--- src/rtl/crt_pkg.sv ---
package crt_pkg;
  localparam int CH_W  = 8;
  localparam int ROW_W = 7;
  localparam int RAS_W = 5;
  localparam int MA_W  = 14;
  localparam int NREG  = 16;
  localparam int VB_BIT = 5;

  // Defined bits of each register; undefined bits store as zero.
  function automatic logic [7:0] field_mask(input int idx);
    case (idx)
      4, 6, 7:         return 8'h7F;
      5, 9, 10, 11:    return 8'h1F;
      12, 14:          return 8'h3F;
      8:               return 8'h03;
      default:         return 8'hFF;
    endcase
  endfunction

  // Half-open window [start, start+width).
  function automatic logic in_window(input int unsigned pos, input int unsigned start,
                                     input int unsigned width);
    return (pos >= start) && ((pos - start) < width);
  endfunction

  // Closed interval [lo, hi].
  function automatic logic in_range(input int unsigned v, input int unsigned lo,
                                    input int unsigned hi);
    return (v >= lo) && (v <= hi);
  endfunction

  // Vertical sync width in scan lines; code 0 stands for 16.
  function automatic logic [4:0] vs_width(input logic [3:0] code);
    return (code == 4'd0) ? 5'd16 : {1'b0, code};
  endfunction

  function automatic logic [7:0] status_byte(input logic vblank);
    logic [7:0] s;
    s = 8'h00;
    s[VB_BIT] = vblank;
    return s;
  endfunction
endpackage

--- src/rtl/crt_regfile.sv ---
module crt_regfile
  import crt_pkg::*;
#(
  parameter int DW = 8,
  parameter int NR = NREG,
  parameter int IW = 5
) (
  input  logic               clk,
  input  logic               rst_n,
  input  logic               bus_cs,
  input  logic               bus_wr,
  input  logic               bus_port,
  input  logic [DW-1:0]      bus_wdata,
  input  logic               vblank,
  output logic [DW-1:0]      bus_rdata,
  output logic [NR-1:0][DW-1:0] regs
);
  localparam int NW = $clog2(NR);

  logic [IW-1:0] idx_q;
  logic          wr_idx, wr_dat;

  assign wr_idx = bus_cs && bus_wr && !bus_port;
  assign wr_dat = bus_cs && bus_wr && bus_port;

  always_ff @(posedge clk or negedge rst_n) begin
    if (!rst_n)      idx_q <= '0;
    else if (wr_idx) idx_q <= bus_wdata[IW-1:0];
  end

  for (genvar gi = 0; gi < NR; gi++) begin : g_reg
    logic [DW-1:0] q;
    always_ff @(posedge clk or negedge rst_n) begin
      if (!rst_n)
        q <= '0;
      else if (wr_dat && (idx_q == IW'(gi)))
        q <= bus_wdata & DW'(field_mask(gi));
    end
    assign regs[gi] = q;
  end

  always_comb begin
    if (!bus_port)
      bus_rdata = DW'(status_byte(vblank));
    else if (int'(idx_q) < NR)
      bus_rdata = regs[idx_q[NW-1:0]];
    else
      bus_rdata = '0;
  end
endmodule

--- src/rtl/crt_hcount.sv ---
module crt_hcount
  import crt_pkg::*;
#(
  parameter int HW = CH_W
) (
  input  logic          clk,
  input  logic          rst_n,
  input  logic [HW-1:0] h_total,
  input  logic [HW-1:0] h_spos,
  input  logic [3:0]    h_sw,
  output logic [HW-1:0] hcnt,
  output logic          line_end,
  output logic          hsync
);
  // >= keeps the counter bounded if the total shrinks mid-line.
  assign line_end = (hcnt >= h_total);

  always_ff @(posedge clk or negedge rst_n) begin
    if (!rst_n)        hcnt <= '0;
    else if (line_end) hcnt <= '0;
    else               hcnt <= hcnt + 1'b1;
  end

  assign hsync = in_window(int'(hcnt), int'(h_spos), int'(h_sw));
endmodule

--- src/rtl/crt_vcount.sv ---
module crt_vcount
  import crt_pkg::*;
#(
  parameter int RW = ROW_W,
  parameter int SW = RAS_W,
  parameter int AW = MA_W,
  parameter int HW = CH_W
) (
  input  logic          clk,
  input  logic          rst_n,
  input  logic          line_end,
  input  logic [RW-1:0] v_total,
  input  logic [SW-1:0] v_adj,
  input  logic [RW-1:0] v_spos,
  input  logic [SW-1:0] max_ras,
  input  logic [3:0]    v_sw,
  input  logic [HW-1:0] h_disp,
  input  logic [AW-1:0] start_addr,
  output logic [RW-1:0] vrow,
  output logic [SW-1:0] ras,
  output logic          in_adj,
  output logic [AW-1:0] row_base,
  output logic          vsync,
  output logic          frame_go
);
  logic [RW-1:0] n_row;
  logic [SW-1:0] n_ras;
  logic          n_adj;
  logic [AW-1:0] n_base;
  logic [4:0]    vs_cnt;
  logic          vs_hit;

  always_comb begin
    n_row    = vrow;
    n_ras    = ras;
    n_adj    = in_adj;
    n_base   = row_base;
    frame_go = 1'b0;
    if (in_adj) begin
      if (({1'b0, ras} + (SW+1)'(1)) >= {1'b0, v_adj}) frame_go = 1'b1;
      else                                              n_ras = ras + 1'b1;
    end else if (ras >= max_ras) begin
      if (vrow >= v_total) begin
        if (v_adj == '0) frame_go = 1'b1;
        else begin
          n_adj = 1'b1;
          n_ras = '0;
        end
      end else begin
        n_row  = vrow + 1'b1;
        n_ras  = '0;
        n_base = row_base + AW'(h_disp);
      end
    end else begin
      n_ras = ras + 1'b1;
    end
    if (frame_go) begin
      n_row  = '0;
      n_ras  = '0;
      n_adj  = 1'b0;
      n_base = start_addr;
    end
  end

  assign vs_hit = !n_adj && (n_row == v_spos) && (n_ras == '0);

  always_ff @(posedge clk or negedge rst_n) begin
    if (!rst_n) begin
      vrow     <= '0;
      ras      <= '0;
      in_adj   <= 1'b0;
      row_base <= '0;
      vs_cnt   <= '0;
    end else if (line_end) begin
      vrow     <= n_row;
      ras      <= n_ras;
      in_adj   <= n_adj;
      row_base <= n_base;
      if (vs_hit)              vs_cnt <= vs_width(v_sw);
      else if (vs_cnt != 5'd0) vs_cnt <= vs_cnt - 5'd1;
    end
  end

  assign vsync = (vs_cnt != 5'd0);
endmodule

--- src/rtl/crt_timing_ctrl.sv ---
module crt_timing_ctrl
  import crt_pkg::*;
#(
  parameter int DW = 8,
  parameter int HW = CH_W,
  parameter int RW = ROW_W,
  parameter int SW = RAS_W,
  parameter int AW = MA_W
) (
  input  logic          clk,
  input  logic          rst_n,
  input  logic          bus_cs,
  input  logic          bus_wr,
  input  logic          bus_port,
  input  logic [DW-1:0] bus_wdata,
  output logic [DW-1:0] bus_rdata,
  output logic          hsync,
  output logic          vsync,
  output logic          disp_en,
  output logic          cursor,
  output logic [AW-1:0] mem_addr,
  output logic [SW-1:0] row_addr
);
  localparam int HIW = AW - DW;

  logic [NREG-1:0][DW-1:0] regs;
  logic [HW-1:0] hcnt;
  logic          line_end;
  logic [RW-1:0] vrow;
  logic [SW-1:0] ras;
  logic          in_adj;
  logic [AW-1:0] row_base;
  logic          frame_go;
  logic          vblank;
  logic          de_raw, cur_raw, de_q, cur_q;
  logic          de_skew, cur_skew;
  logic [AW-1:0] start_addr, cur_addr;
  logic          unused_bits;

  assign start_addr = {regs[12][HIW-1:0], regs[13]};
  assign cur_addr   = {regs[14][HIW-1:0], regs[15]};
  assign de_skew    = regs[8][0];
  assign cur_skew   = regs[8][1];
  assign unused_bits = ^{regs[12][DW-1:HIW], regs[14][DW-1:HIW], regs[8][DW-1:2],
                         regs[4][DW-1:RW], regs[6][DW-1:RW], regs[7][DW-1:RW],
                         regs[5][DW-1:SW], regs[9][DW-1:SW], regs[10][DW-1:SW],
                         regs[11][DW-1:SW]};

  crt_regfile #(.DW(DW), .NR(NREG), .IW(5)) u_regs (
    .clk, .rst_n, .bus_cs, .bus_wr, .bus_port, .bus_wdata,
    .vblank(vblank), .bus_rdata, .regs(regs)
  );

  crt_hcount #(.HW(HW)) u_h (
    .clk, .rst_n,
    .h_total(regs[0]), .h_spos(regs[2]), .h_sw(regs[3][3:0]),
    .hcnt(hcnt), .line_end(line_end), .hsync(hsync)
  );

  crt_vcount #(.RW(RW), .SW(SW), .AW(AW), .HW(HW)) u_v (
    .clk, .rst_n, .line_end(line_end),
    .v_total(regs[4][RW-1:0]), .v_adj(regs[5][SW-1:0]),
    .v_spos(regs[7][RW-1:0]), .max_ras(regs[9][SW-1:0]),
    .v_sw(regs[3][7:4]), .h_disp(regs[1]), .start_addr(start_addr),
    .vrow(vrow), .ras(ras), .in_adj(in_adj), .row_base(row_base),
    .vsync(vsync), .frame_go(frame_go)
  );

  assign vblank   = in_adj || (vrow >= regs[6][RW-1:0]);
  assign de_raw   = !vblank && (hcnt < regs[1]);
  assign mem_addr = row_base + AW'(hcnt);
  assign row_addr = ras;
  assign cur_raw  = de_raw && (mem_addr == cur_addr) &&
                    in_range(int'(ras), int'(regs[10][SW-1:0]), int'(regs[11][SW-1:0]));

  always_ff @(posedge clk or negedge rst_n) begin
    if (!rst_n) begin
      de_q  <= 1'b0;
      cur_q <= 1'b0;
    end else begin
      de_q  <= de_raw;
      cur_q <= cur_raw;
    end
  end

  assign disp_en = de_skew  ? de_q  : de_raw;
  assign cursor  = cur_skew ? cur_q : cur_raw;
endmodule

--- config.mk ---
export PLATFORM = sky130hd
export DESIGN_NAME = crt_timing_ctrl
export DESIGN_NICKNAME = d
export VERILOG_FILES = /design/src/rtl/crt_pkg.sv /design/src/rtl/crt_regfile.sv /design/src/rtl/crt_hcount.sv /design/src/rtl/crt_vcount.sv /design/src/rtl/crt_timing_ctrl.sv
export SDC_FILE = /design/constraint.sdc
export NUM_CORES = 1
export LEC_CHECK = 0
export ABC_AREA = 1
export BUFFER_PORTS_ARGS = -buffer_cell sky130_fd_sc_hd__buf_4
export CORE_AREA = 2 2 119 168
export DETAILED_ROUTE_END_ITERATION = 6
export DIE_AREA = 0 0 121 170
export PLACE_DENSITY = 0.77
export SLEW_MARGIN = 10
export SYNTH_ARGS = -nofsm -noshare
export SYNTH_HDL_FRONTEND = slang
export SYNTH_SLANG_ARGS = --single-unit
export TNS_END_PERCENT = 10
--- constraint.sdc ---
create_clock -name clk -period 3.1 [get_ports clk]
set_input_delay 0 -clock clk [delete_from_list [all_inputs] [get_ports clk]]
set_output_delay 0 -clock clk [all_outputs]
set_load 0.01 [all_outputs]
==> results of run 1 <==
## worst max-delay path, cell delays in order, from the launching register on
cell and delay [ps]:
dfrtp_2 420, buf_4 150, inv_2 90, ha_1 170, inv_1 60, fa_2 520, ha_1 210, a21oi_1 140
o21bai_1 90, a2111oi_2 310, o2111a_1 250, buf_4 130
## layer usage
metal / up-vias / global-route usage, % / routed length [µm]
met1: 4746 / 36.3 / 12200
met5: - / 0 / 0
met3: 137 / 5.43 / 1860
met2: 466 / 56.3 / 16200
li1: 4714 / - / -
met4: 0 / 20.2 / 2310
## cells by family after synthesis
kind of cell,count (synthesis)
compound gates,301
xor+xnor,36
fa+ha+maj,84
buf+inv,227
flops,150
simple gates,575
## what timing repair did
| item | in CTS | in global routing |
|---|---|---|
| hold endpoints to repair | 78 | 0 |
| gates cloned | 0 | 2 |
| hold buffers | 1 | 0 |
| pin swaps | 0 | 27 |
| buffers inserted | 1 | 17 |
| gates resized for setup | 3 | 65 |
| endpoints found under the setup margin | 8 | 22 |
## sequential cells by signal, indices dropped and copies added, names as in the netlist, 5 cells and up
| signal | count |
|---|---|
| u_regs.g.q | 103 |
| u_v.vrow | 7 |
| u_regs.idx_q | 5 |
| u_v.row_base | 14 |
| u_h.hcnt | 8 |
| u_v.ras | 5 |
| u_v.vs_cnt | 5 |
## stage by stage
stage          TNS [ps]  total power (µW)
3_3_place_gp          0              9410
4_1_cts               0             11600
6_report              0             12400
5_1_grt            -247             13300
3_5_place_dp          0              9540
2_1_floorplan         0              7310
## cell type report
type                       instances  area, µm²  area share (%)
multi-input combinational        998       5780            48.6
sequential                       150       3760            31.6
timing repair buffer              97        758            6.37
inverter                         193        726            6.10
clock buffer                      18        439            3.69
tap                              248        310            2.61
clock inverter                    13        125            1.05
## path summary, 6_finish.rpt
check / slack (ps) / start / depth (start not counted) / endpoint
max reg2reg: 170 / u_v.ras[1]$_DFFE_PN0N_ / 19 / u_v.row_base[10]$_DFFE_PN0P_
min reg2reg: 490 / u_regs.g_reg[15].q[7]$_DFFE_PN0P_ / 2 / u_regs.g_reg[15].q[7]$_DFFE_PN0P_
max in group asynchronous: 2080 / rst_n / 3 / u_h.hcnt[0]$_DFF_PN0_
max: 130 / u_h.hcnt[0]$_DFF_PN0_ / 11 / hsync
min: 10 / bus_wdata[7] / 3 / u_regs.g_reg[3].q[7]$_DFFE_PN0P_
min in group asynchronous: 160 / rst_n / 2 / u_v.vs_cnt[1]$_DFFE_PN0P_
## layout by cell type (no fill, tap or decap), drive strengths merged, types with 2 or more instances in the layout
cell,n
buf,96
clkbuf,18
a21o,2
xnor2,7
o22ai,19
nor3b,2
nor3,11
nor2,106
clkinv,10
o21ai,175
a211oi,3
nand3b,5
a2111oi,3
nand2,373
dfrtp,150
a221oi,5
o211ai,2
or2,3
o2111ai,2
nand4,22
xor2,29
inv,193
fa,3
clkinvlp,2
o21a,2
a21oi,49
nand3,52
a22oi,19
o21bai,3
o221ai,10
ha,81
## power groups by stage
stage | registers [µW] | logic [µW] | clock network [µW]
6_report | 2950 | 7380 | 2040
5_1_grt | 2990 | 8150 | 2110
4_1_cts | 2910 | 6680 | 2030
3_5_place_dp | 2940 | 6600 | 0
3_3_place_gp | 2930 | 6480 | 0
2_1_floorplan | 2800 | 4500 | 0
==> results.json, run 1 <==
{
  "track_usage_pct": 32.3,
  "syn_area_per_cell_um2": 7.41,
  "gp_congestion": 0.983,
  "drt-total-wl_um": 32600,
  "critPathLaunchType": "flop",
  "drcViolationCount": 0,
  "power_density_nw_per_um2": 1040,
  "peakVddDrop_mv": 0.667,
  "cts_tree": "built",
  "crit_fanout": 3,
  "vias": 10063,
  "stdcell_count": 1717,
  "synthToLayoutAreaGrowth_pct": 17.0,
  "synth_top_flop_cell": "dfrtp_1",
  "synth-simple-area-share_pct": 23.9,
  "hold_viol": 0,
  "synthesis.nets": 1470,
  "detailed_place.area_um2": 10900,
  "drt-pass1-iter-count": 6,
  "clkTransAtPathRegs_ps": 60,
  "setup_viol": 0,
  "finalCritPeriodShare_pct": 95.8,
  "clkPwrFrac_pct": 16.5,
  "skew_ps": 10.8,
  "worstPathRequired_ps": 3100,
  "synth-edff-count": 0,
  "dp_hpwl_um": 23900,
  "synth.area.mux_share_pct": 0,
  "syn_inst": 1373,
  "drive_above_1_share_pct": 14.2,
  "synth.area.top_cells": "dfrtp_1, nand2_1, ha_1, o21ai_0, inv_1",
  "drv_slew": 0,
  "status": "complete, no violations",
  "cap_violations": 0,
  "intPower_uw": 6310,
  "min_period_ps": 2970,
  "nets": 1554,
  "drt_iter0_markers": 991,
  "initial_utilization_pct": 53.6,
  "ys_async_sr_fraction_pct": 100,
  "overflow": 0,
  "clkSinkCount": 150,
  "design_area_um2": 11900,
  "hold_class": "in2reg",
  "diodes": 0,
  "dp_cells": 1665,
  "fmax_mhz": 337,
  "drt-vias-per-instance": 5.86,
  "switchingPower_uw": 6060,
  "seq_area_frac_synth_pct": 36.9,
  "drt-wirelength-per-cell_um": 19.0,
  "critPathArrivalTime_ps": 2970,
  "grt_pass1_wl_um": 50700,
  "io-pin-count": 44,
  "rsz0062_at_grt": "true",
  "cts_buffer_depth": 2,
  "synth_cell_types": 54,
  "htree_levels": 4,
  "synth-adder-area-share_pct": 10.6,
  "comb_power_share_pct": 59.7,
  "die_y_um": 170,
  "core-area_um2": 19000,
  "antenna_found_initial": 0,
  "synth_compound_area_share_pct": 17.0,
  "ctsRootBufferMaster": "clkbuf_16",
  "cts_buffers": 17,
  "fp.dieW_um": 121,
  "postRouteAntennaNets": 0,
  "synth_common_cells": "nand2_1, inv_1, o21ai_0",
  "syn_area_um2": 10200,
  "clk_latency_ps": 440,
  "grt_pass1_vias": 9649,
  "p_seq_share_pct": 23.8,
  "synth_top_family_by_area": "simple AND/OR/NAND/NOR gates",
  "worst_pin_slew_ps": 864,
  "criticalPathCategory": "reg2out",
  "die_area_um2": 20600,
  "yosysTopAreaCell": "dfrtp_1",
  "hold_slack_ps": 11.2,
  "ys_seq_elements": 150,
  "grt_start_max_net_pins": 81,
  "fp-row-count": 60,
  "slew_headroom_pct": 41.9,
  "yosys.area.top_type_share_pct": 36.9,
  "worst_slack_ps": 131,
  "utilization_pct": 62.7,
  "place_ws_ps": 5.37,
  "swShare_pct": 49.0,
  "synth_xor_area_share_pct": 3.10,
  "nFillCells": 1688,
  "end_kind": "output port",
  "ys_warn_count": 0,
  "yosysMostFrequentCell": "nand2_1",
  "p_leak_uw": 0.00583,
  "port_buffers": 43
}
Power figures use the tool's default switching activity.
==> run 2, diff against run 1 <==
- PLACE_DENSITY: 0.77 -> 0.79
- clock period: 3.1 -> 2.6 ns (I/O delays scaled with it)
==> run 2 against run 1 <==
The flow now finishes with violations (setup timing). Largest cell class unchanged. Largest power group unchanged. Sequential cell count did not move. Clock power rose by 35%. Highest routed layer unchanged. Critical endpoint is now cursor. Sequential power rose by 18%.
==> results.json, run 2 (same netlist as run 1, synthesis figures left out) <==
{
  "top_regs": "u_regs.g.q (103), u_v.row_base (14), u_h.hcnt (8)",
  "ctsRootBufferMaster": "clkbuf_16",
  "drt-wirelength-per-cell_um": 18.7,
  "diodes": 0,
  "io-pin-count": 44,
  "fp-row-count": 60,
  "status": "complete, but fails checks",
  "initial_utilization_pct": 53.6,
  "grt_pass1_vias": 10107,
  "port_buffers": 43,
  "p_leak_uw": 0.00623,
  "track_usage_pct": 32.7,
  "clk_latency_ps": 430,
  "cts_tree": "built",
  "hold_viol": 0,
  "cap_violations": 0,
  "vias": 10326,
  "overflow": 0,
  "crit_fanout": 3,
  "worstPathRequired_ps": 2600,
  "peakVddDrop_mv": 0.821,
  "fin_tns_setup_ps": -5370,
  "die_y_um": 170,
  "synthToLayoutAreaGrowth_pct": 23.6,
  "final_common_cell": "nand2_1",
  "gp_congestion": 1.02,
  "core-area_um2": 19000,
  "worst_slack_ps": -499,
  "drv_slew": 0,
  "skew_ps": 8.38,
  "htree_levels": 4,
  "slew_headroom_pct": 48.7,
  "cts_buffers": 17,
  "antenna_found_initial": 0,
  "clkTransAtPathRegs_ps": 60,
  "design_area_um2": 12600,
  "finalCritPeriodShare_pct": 119,
  "top_register": "u_regs.g.q",
  "rsz0062_at_grt": "true",
  "hold_class": "in2async",
  "detailed_place.area_um2": 11400,
  "drt_iter0_markers": 948,
  "nFillCells": 1547,
  "critPathLaunchType": "flop",
  "power_density_nw_per_um2": 1280,
  "clkSinkCount": 150,
  "drive_above_1_share_pct": 18.4,
  "drt-vias-per-instance": 5.82,
  "drt-pass1-iter-count": 6,
  "drt-total-wl_um": 33200,
  "worst_pin_slew_ps": 768,
  "mostFrequentLayoutCells": "nand2_1, inv_1, o21ai_0",
  "die_area_um2": 20600,
  "grt_pass1_wl_um": 51600,
  "nets": 1610,
  "postRouteAntennaNets": 0,
  "grt_start_max_net_pins": 57,
  "fp.dieW_um": 121,
  "fmax_mhz": 323,
  "setup_viol": 24,
  "dp_hpwl_um": 24300,
  "hold_slack_ps": 21.8,
  "largest_register_ffs": 103,
  "critPathArrivalTime_ps": 3100,
  "end_kind": "output port",
  "min_period_ps": 3100,
  "drcViolationCount": 0,
  "violations": "setup timing",
  "cts_buffer_depth": 2,
  "criticalPathCategory": "reg2out"
}
[run 2: cell types whose count changed in the layout (fill, tap and decap cells not counted), moves of 5 or more]
cell / delta
buf_4: +53
nand2_1: -9
nand2_2: +6
o21ai_0: -5
o21ai_1: +6
[run 2: path summary, 6_finish.rpt]
kind / cells after the start / slack, ps / from / endpoint
setup / recovery: 17 / -500 / u_h.hcnt[0]$_DFF_PN0_ / cursor
hold / removal: 2 / 20 / rst_n / u_v.vs_cnt[3]$_DFFE_PN0P_
setup reg to reg: 19 / -320 / u_v.ras[1]$_DFFE_PN0N_ / u_v.vs_cnt[2]$_DFFE_PN0P_
hold reg to reg: 2 / 480 / u_regs.g_reg[11].q[2]$_DFFE_PN0P_ / u_regs.g_reg[11].q[2]$_DFFE_PN0P_
max in group asynchronous: 3 / 1830 / rst_n / u_regs.g_reg[15].q[6]$_DFFE_PN0P_
min in group clk: 3 / 30 / bus_wdata[6] / u_regs.g_reg[1].q[6]$_DFFE_PN0P_
[run 2: metrics by stage]
step           total power [µW]  cells  setup WS (ps)  utilization (%)
5_1_grt                   17200   1774           -654             66.2
3_3_place_gp              11800   1725           -154             60.2
4_1_cts                   15000   1758           -361             64.0
3_5_place_dp              12100   1725           -233             60.2
2_1_floorplan              8720   1373          -46.1                -
6_report                  16100   1774           -499             66.2
[run 2: worst max-delay path: stages, from the launching register on]
cell and delay, ps:
dfrtp_1 390, ha_2 210, inv_2 40, fa_2 400
o21ai_2 170, buf_6 130, nand2_4 50, nand3_4 80
nand2_4 60, buf_4 140, xor2_2 150, xor2_1 170
nor2_1 160, nand3_1 100, nor2_1 120, nand4_1 90
nand2_1 90, buf_6 100
[run 2: final cells by class]
type                       count  area (µm²)  share of cell area, %
inverter                     193         729                   5.80
clock inverter                 9         173                   1.37
sequential                   150        3760                   29.9
clock buffer                  23         478                   3.80
tap                          248         310                   2.47
multi-input combinational    996        5870                   46.6
timing repair buffer         155        1260                   10.0
[run 2: where the power goes]
group          internal [µW]  switching, µW  leakage [µW]
clock                   1780            985      0.000317
sequential              2900            570       0.00200
combinational           4060           5820       0.00391
total                   8730           7370       0.00623
[run 2: what timing repair did]
action                     4_1_cts  5_1_grt
hold buffers                     1        0
setup endpoints to repair       18       29
hold endpoints to repair       150        0
buffers inserted                 0       13
pin swaps                        4       34
gates cloned                     0        3
gates resized for setup         22       72
[run 2: metal layers]
layer  up-vias  GRT usage [%]  part of all wire (%)
met2       489           56.9                    49
li1       4817              -                     -
met5         -              0                     0
met4         0           22.4                   7.6
met3       169           5.40                   5.9
met1      4851           36.1                    37
